## src/rtl/mbd_pkg.sv

```systemverilog
package mbd_pkg;
  typedef enum logic [1:0] {
    LANE_NONE = 2'b00,
    LANE_EVEN = 2'b01,
    LANE_ODD  = 2'b10,
    LANE_BOTH = 2'b11
  } lane_sel_e;

  // Low address bit and active-low low-byte strobe pick the lanes.
  function automatic lane_sel_e decode_lanes(input logic a0, input logic lstrb_n);
    lane_sel_e sel;
    case ({a0, lstrb_n})
      2'b00:   sel = LANE_BOTH;
      2'b01:   sel = LANE_EVEN;
      2'b10:   sel = LANE_ODD;
      default: sel = LANE_NONE;
    endcase
    return sel;
  endfunction
endpackage

```

## src/rtl/mbd_phase_track.sv

```systemverilog
module mbd_phase_track (
  input  logic clk,
  input  logic rst,
  input  logic e_clk,
  output logic e_rise,
  output logic e_fall,
  output logic data_phase
);
  logic e_q;

  always_ff @(posedge clk) begin
    if (rst) e_q <= 1'b0;
    else     e_q <= e_clk;
  end

  assign e_rise = e_clk & ~e_q;
  assign e_fall = ~e_clk & e_q;

  always_ff @(posedge clk) begin
    if (rst)         data_phase <= 1'b0;
    else if (e_rise) data_phase <= 1'b1;
    else if (e_fall) data_phase <= 1'b0;
  end

  AST_PHASE_TRACKS_E: assert property (@(posedge clk) disable iff (rst)
    e_fall |=> !data_phase);
endmodule

```

## src/rtl/mbd_addr_latch.sv

```systemverilog
module mbd_addr_latch #(
  parameter int ADDR_W = 16
) (
  input  logic              clk,
  input  logic              rst,
  input  logic              e_rise,
  input  logic [ADDR_W-1:0] ad_in,
  input  logic              rw,
  input  logic              lstrb_n,
  output logic [ADDR_W-1:0] addr_q,
  output logic              a0_s,
  output logic              rw_s,
  output logic              lstrb_s
);
  logic [ADDR_W-1:0] ad_s;

  // One-clock sample of the bus; at the rise it still holds the address.
  always_ff @(posedge clk) begin
    if (rst) begin
      ad_s    <= '0;
      rw_s    <= 1'b0;
      lstrb_s <= 1'b1;
    end else begin
      ad_s    <= ad_in;
      rw_s    <= rw;
      lstrb_s <= lstrb_n;
    end
  end

  assign a0_s = ad_s[0];

  always_ff @(posedge clk) begin
    if (rst)         addr_q <= '0;
    else if (e_rise) addr_q <= ad_s;
  end

  AST_ADDR_HELD: assert property (@(posedge clk) disable iff (rst)
    !e_rise |=> $stable(addr_q));
endmodule

```

## src/rtl/mbd_strobe_gen.sv

```systemverilog
module mbd_strobe_gen
  import mbd_pkg::*;
(
  input  logic clk,
  input  logic rst,
  input  logic e_rise,
  input  logic e_fall,
  input  logic a0_s,
  input  logic lstrb_s,
  input  logic rw_s,
  output logic ce_even,
  output logic ce_odd,
  output logic mem_oe,
  output logic mem_we,
  output logic oe_hi,
  output logic oe_lo
);
  lane_sel_e sel;
  logic      legal;
  logic      sel_even;
  logic      sel_odd;

  assign sel      = decode_lanes(a0_s, lstrb_s);
  assign legal    = (sel != LANE_NONE);
  assign sel_even = (sel == LANE_EVEN) || (sel == LANE_BOTH);
  assign sel_odd  = (sel == LANE_ODD)  || (sel == LANE_BOTH);

  always_ff @(posedge clk) begin
    if (rst || e_fall) begin
      ce_even <= 1'b0;
      ce_odd  <= 1'b0;
      mem_oe  <= 1'b0;
      mem_we  <= 1'b0;
      oe_hi   <= 1'b0;
      oe_lo   <= 1'b0;
    end else if (e_rise) begin
      ce_even <= sel_even;
      ce_odd  <= sel_odd;
      mem_oe  <= legal & rw_s;
      mem_we  <= legal & ~rw_s;
      oe_hi   <= sel_even & rw_s;
      oe_lo   <= sel_odd & rw_s;
    end
  end

  AST_NO_STROBE_CLASH: assert property (@(posedge clk) disable iff (rst)
    !(mem_oe && mem_we));
  AST_STROBE_NEEDS_LANE: assert property (@(posedge clk) disable iff (rst)
    (mem_oe || mem_we) |-> (ce_even || ce_odd));
endmodule

```

## src/rtl/mbd_data_steer.sv

```systemverilog
module mbd_data_steer #(
  parameter int LANE_W = 8,
  parameter int LANES  = 2
) (
  input  logic                    clk,
  input  logic                    rst,
  input  logic                    e_clk,
  input  logic [LANES*LANE_W-1:0] ad_in,
  input  logic [LANES*LANE_W-1:0] rd_lanes,
  output logic [LANES*LANE_W-1:0] ad_out,
  output logic [LANES*LANE_W-1:0] wr_lanes
);
  // Lane i occupies bus slice (LANES-1-i); lane 0 (even) is the upper half.
  for (genvar i = 0; i < LANES; i++) begin : g_lane
    localparam int LO = (LANES - 1 - i) * LANE_W;
    always_ff @(posedge clk) begin
      if (rst) begin
        wr_lanes[LO +: LANE_W] <= '0;
        ad_out[LO +: LANE_W]   <= '0;
      end else begin
        if (e_clk) wr_lanes[LO +: LANE_W] <= ad_in[LO +: LANE_W];
        ad_out[LO +: LANE_W] <= rd_lanes[LO +: LANE_W];
      end
    end
  end
endmodule

```

## src/rtl/mbd_top.sv

```systemverilog
module mbd_top #(
  parameter int LANE_W = 8
) (
  input  logic                clk,
  input  logic                rst,
  input  logic                e_clk,
  input  logic                rw,
  input  logic                lstrb_n,
  input  logic [2*LANE_W-1:0] ad_in,
  output logic [2*LANE_W-1:0] ad_out,
  output logic                ad_oe_hi,
  output logic                ad_oe_lo,
  output logic [2*LANE_W-1:0] addr_lat,
  output logic                ce_even,
  output logic                ce_odd,
  output logic                mem_oe,
  output logic                mem_we,
  input  logic [LANE_W-1:0]   rd_even,
  input  logic [LANE_W-1:0]   rd_odd,
  output logic [LANE_W-1:0]   wr_even,
  output logic [LANE_W-1:0]   wr_odd
);
  localparam int BUS_W = 2 * LANE_W;

  logic             e_rise, e_fall, data_phase;
  logic             a0_s, rw_s, lstrb_s;
  logic [BUS_W-1:0] wr_bus;

  mbd_phase_track u_phase (
    .clk(clk), .rst(rst), .e_clk(e_clk),
    .e_rise(e_rise), .e_fall(e_fall), .data_phase(data_phase)
  );

  mbd_addr_latch #(.ADDR_W(BUS_W)) u_latch (
    .clk(clk), .rst(rst), .e_rise(e_rise), .ad_in(ad_in),
    .rw(rw), .lstrb_n(lstrb_n), .addr_q(addr_lat),
    .a0_s(a0_s), .rw_s(rw_s), .lstrb_s(lstrb_s)
  );

  mbd_strobe_gen u_strobe (
    .clk(clk), .rst(rst), .e_rise(e_rise), .e_fall(e_fall),
    .a0_s(a0_s), .lstrb_s(lstrb_s), .rw_s(rw_s),
    .ce_even(ce_even), .ce_odd(ce_odd), .mem_oe(mem_oe), .mem_we(mem_we),
    .oe_hi(ad_oe_hi), .oe_lo(ad_oe_lo)
  );

  mbd_data_steer #(.LANE_W(LANE_W), .LANES(2)) u_steer (
    .clk(clk), .rst(rst), .e_clk(e_clk), .ad_in(ad_in),
    .rd_lanes({rd_even, rd_odd}), .ad_out(ad_out), .wr_lanes(wr_bus)
  );

  assign wr_even = wr_bus[BUS_W-1:LANE_W];
  assign wr_odd  = wr_bus[LANE_W-1:0];

  AST_BOTH_EVEN_ADDR: assert property (@(posedge clk) disable iff (rst)
    (ce_even && ce_odd) |-> !addr_lat[0]);
  AST_EVEN_ONLY_ADDR: assert property (@(posedge clk) disable iff (rst)
    (ce_even && !ce_odd) |-> !addr_lat[0]);
  AST_ODD_ONLY_ADDR: assert property (@(posedge clk) disable iff (rst)
    (ce_odd && !ce_even) |-> addr_lat[0]);
  AST_DRIVE_ON_READ: assert property (@(posedge clk) disable iff (rst)
    (ad_oe_hi || ad_oe_lo) |-> mem_oe);
  AST_WE_IN_E_HIGH: assert property (@(posedge clk) disable iff (rst)
    mem_we |-> ($past(e_clk) && data_phase));
endmodule

```

## config.mk

```make
export PLATFORM = sky130hd
export DESIGN_NAME = mbd_top
export DESIGN_NICKNAME = d
export VERILOG_FILES = /design/src/rtl/mbd_pkg.sv /design/src/rtl/mbd_phase_track.sv /design/src/rtl/mbd_addr_latch.sv /design/src/rtl/mbd_strobe_gen.sv /design/src/rtl/mbd_data_steer.sv /design/src/rtl/mbd_top.sv
export SDC_FILE = /design/constraint.sdc
export NUM_CORES = 1
export LEC_CHECK = 0
export ABC_AREA = 1
export BUFFER_PORTS_ARGS = -buffer_cell sky130_fd_sc_hd__buf_2
export CAP_MARGIN = 20
export CORE_MARGIN = 2
export CORE_UTILIZATION = 35
export DETAILED_ROUTE_END_ITERATION = 16
export PLACE_DENSITY = 0.6
export SYNTH_ARGS = -nofsm -noshare
export SYNTH_HDL_FRONTEND = slang
export SYNTH_SLANG_ARGS = --single-unit
```

## constraint.sdc

```tcl
create_clock -name clk -period 1 [get_ports clk]
set_input_delay 0.2 -clock clk [delete_from_list [all_inputs] [get_ports clk]]
set_output_delay 0.2 -clock clk [all_outputs]
set_load 0.05 [all_outputs]
```

==> impl_metrics.env <==
export IMPL_timing_critical_path_from_type="flop"
export IMPL_synth_top_area_share_pct=62.86
export IMPL_fp_row_count=29
export IMPL_p_per_area_nw_per_um2=1959
export IMPL_p_leak_uw=0.001793
export IMPL_netSwitchingFraction_pct=26.54
export IMPL_p_switching_uw=1932
export IMPL_internal_power_uw=5347
export IMPL_pwr_share_seq_pct=44.4
export IMPL_avgRoutedWirePerCell_um=11.32
export IMPL_grt_pass1_vias=1898
export IMPL_clock_root_buffer="clkbuf_8"
export IMPL_io_buffers=90
export IMPL_path_cells="buf_8"
export IMPL_status="complete, but fails checks"
export IMPL_first_iter_violations=31
export IMPL_num_nets_final=407
export IMPL_fin_crit_ps=1033
export IMPL_die_y_um=85.50
export IMPL_ios=91
export IMPL_grt_max_degree=33
export IMPL_hold_class="input pin to flop"
export IMPL_finClkSkew_ps=4.860
export IMPL_htree_levels=3
export IMPL_synth_warnings=0
export IMPL_holdCritStartpoint="lstrb_n"
export IMPL_clk_pin_slew_ps=80
export IMPL_grt_overflow=0
export IMPL_dpl_hpwl_um=3434
export IMPL_core_region_area_um2=6386
export IMPL_numClockSinks=73
export IMPL_avgSynthCellArea_um2=8.578
export IMPL_yosysTopAreaCell="dfxtp_1"
export IMPL_maxSlewHeadroom_pct=81.84
export IMPL_numCtsBuffers=9
export IMPL_critical_path_max_stage_delay_ps=350
export IMPL_period_share_pct=103.3
export IMPL_clock_path_buffers=2
export IMPL_grt_pass1_wl_um=8556
export IMPL_syn_num_nets=308
export IMPL_crit_start="u_strobe.mem_oe"
export IMPL_worstPathMaxFanout=2
export IMPL_path_delay_family="flip-flops"
export IMPL_synth_distinct_cells=17
export IMPL_setup_viol=43
export IMPL_clock_latency_ps=330
export IMPL_hold_buffers=0
export IMPL_max_cap_violations=0
export IMPL_antenna_found_initial=0
export IMPL_critPathBufInv=1
export IMPL_clkPwrFrac_pct=37.9
export IMPL_die_area_um2=7310
export IMPL_syn_inst=271
export IMPL_ant_nets=0
export IMPL_die_w_um=85.50
export IMPL_critPathCaptureType="primary output"
export IMPL_synth_area_leaders="dfxtp_1 (63%), nor2_1 (11%), o21ai_0 (6.7%)"
export IMPL_r2r_slack_ps=50
export IMPL_initial_core_util_pct=36.40
export IMPL_place_gp_congestion=0.7366
export IMPL_worstMarginPinSlew_ps=272.4
export IMPL_ys_ff_latch=73
export IMPL_timing_rr_start="u_phase.e_q"
export IMPL_required_ps=800
export IMPL_routed_wl_um=5115
export IMPL_violations="setup timing"
export IMPL_routed_via_density=4.223
export IMPL_arrival_ps=830
export IMPL_diodes=0
export IMPL_hold_violations=0
export IMPL_cts_tree="done"
export IMPL_drive_gt1_share_pct=48.27
export IMPL_drc=0
export IMPL_final_setup_worst_slack_ps=-33.44
export IMPL_rsz0062_at_grt="true"
export IMPL_area_growth_pct=59.80
export IMPL_synth_seq_area_share_pct=62.86
export IMPL_grtUsageTotal_pct=14.84
export IMPL_slowest_stage="dfxtp_2"
export IMPL_vias=1909
export IMPL_max_freq_mhz=967.6
export IMPL_drtPass1Iterations=4
export IMPL_finalMaxSlewViolations=0
export IMPL_holdWs_ps=50.19
export IMPL_peakVddDrop_mv=1.173
export IMPL_combPwrFrac_pct=17.7
export IMPL_synth_area_um2=2325
export IMPL_place_ws_ps=-4.183
export IMPL_worstSetupPathType="flop to primary output"
-- metal layers --
layer / vias to the layer above / GRT usage [%] / part of all wire [%]
met5: - / 0 / 0
met4: 0 / 7.937 / 2.0
met3: 8 / 3.176 / 3.9
met2: 41 / 24.79 / 51
met1: 844 / 17.88 / 43
li1: 1016 / - / -
-- through the flow --
stage / total power [uW] / cell area, um2 / TNS (ps) / std cells / util, %
finish: 7279 / 3715 / -701.0 / 452 / 58.17
global route: 7574 / 3715 / -2386 / 452 / 58.17
CTS: 7297 / 3645 / -1679 / 450 / 57.07
detailed placement: 4252 / 2861 / -4.183 / 430 / 44.81
global placement: 4243 / 2861 / 0 / 430 / 44.81
floorplan: 3973 / 2325 / 0 / 271 / -
-- layout by cell type (no fill, tap or decap) --
| cell | Yosys | layout |
|---|---|---|
| nor2_1 | 70 | 70 |
| nor2_4 | 1 | 1 |
| buf_2 | 8 | 36 |
| or2_2 | 1 | 1 |
| clkinv_2 | 0 | 3 |
| buf_4 | 3 | 11 |
| a21oi_1 | 23 | 23 |
| o21ai_1 | 1 | 3 |
| o21ai_0 | 31 | 29 |
| buf_8 | 0 | 40 |
| nand2_2 | 1 | 1 |
| nand2_8 | 0 | 1 |
| dfxtp_2 | 0 | 55 |
| clkbuf_8 | 0 | 10 |
| buf_6 | 1 | 14 |
| nand2_1 | 13 | 13 |
| buf_12 | 0 | 2 |
| inv_1 | 38 | 38 |
| bufinv_16 | 0 | 3 |
| inv_2 | 3 | 3 |
| dfxtp_1 | 73 | 18 |
-- state kept, by name, indices dropped and copies added, names as in the netlist, 16 cells and up --
| signal | count |
|---|---|
| u_steer.wr_lanes | 16 |
| u_latch.addr_q | 16 |
| u_steer.ad_out | 16 |
| u_latch.ad_s | 16 |
-- kinds of logic (layout without fill, tap and decap cells) --
| group | count (synthesis) | count (layout) | synth area share (%) |
|---|---|---|---|
| DFF | 73 | 73 | 62.86 |
| AOI/OAI and AO/OA | 55 | 55 | 11.84 |
| and+or+nand+nor | 87 | 87 | 14.91 |
| buffers and inverters | 56 | 160 | 10.39 |
-- Yosys cell counts --
| master | count |
|---|---|
| nand2_1 | 13 |
| nand2_2 | 1 |
| inv_1 | 38 |
| clkbuf_2 | 2 |
| buf_2 | 8 |
| nor2_1 | 70 |
| dfxtp_1 | 73 |
| clkbuf_1 | 1 |
| nor2_4 | 1 |
| o21ai_0 | 31 |
| or2_2 | 1 |
| o21ai_1 | 1 |
| nand2_4 | 1 |
| a21oi_1 | 23 |
| buf_4 | 3 |
| buf_6 | 1 |
| inv_2 | 3 |
-- cell type report --
| type | instances | area, um2 |
|---|---|---|
| clock buffers | 10 | 137.6 |
| multi-input cells | 142 | 630.6 |
| well taps | 77 | 96.34 |
| inverters | 41 | 153.9 |
| clock inverters | 6 | 105.1 |
| repair buffers | 103 | 1061 |
| fillers | 562 | 2671 |
| flip-flops and latches | 73 | 1530 |
-- worst paths after layout --
| check | endpoint | depth (start not counted) |
|---|---|---|
| worst min register to register | u_latch.addr_q[13] | 2 |
| worst max register to register | u_strobe.ce_odd | 4 |
| worst max-delay path | mem_oe | 1 |
| worst min-delay path | u_latch.lstrb_s | 2 |
-- power groups by stage --
stage	logic [uW]	clock network (uW)	registers [uW]
2_1_floorplan	279	0	3690
3_3_place_gp	1030	0	3220
3_5_place_dp	1030	0	3220
4_1_cts	1260	2810	3230
5_1_grt	1380	2940	3250
6_report	1290	2760	3230
-- what timing repair did --
item	4_1_cts	5_1_grt
pin swaps	0	1
setup endpoints to repair	54	76
resized for setup	190	16
buffers inserted	4	2
(Power assumes the default switching activity.)
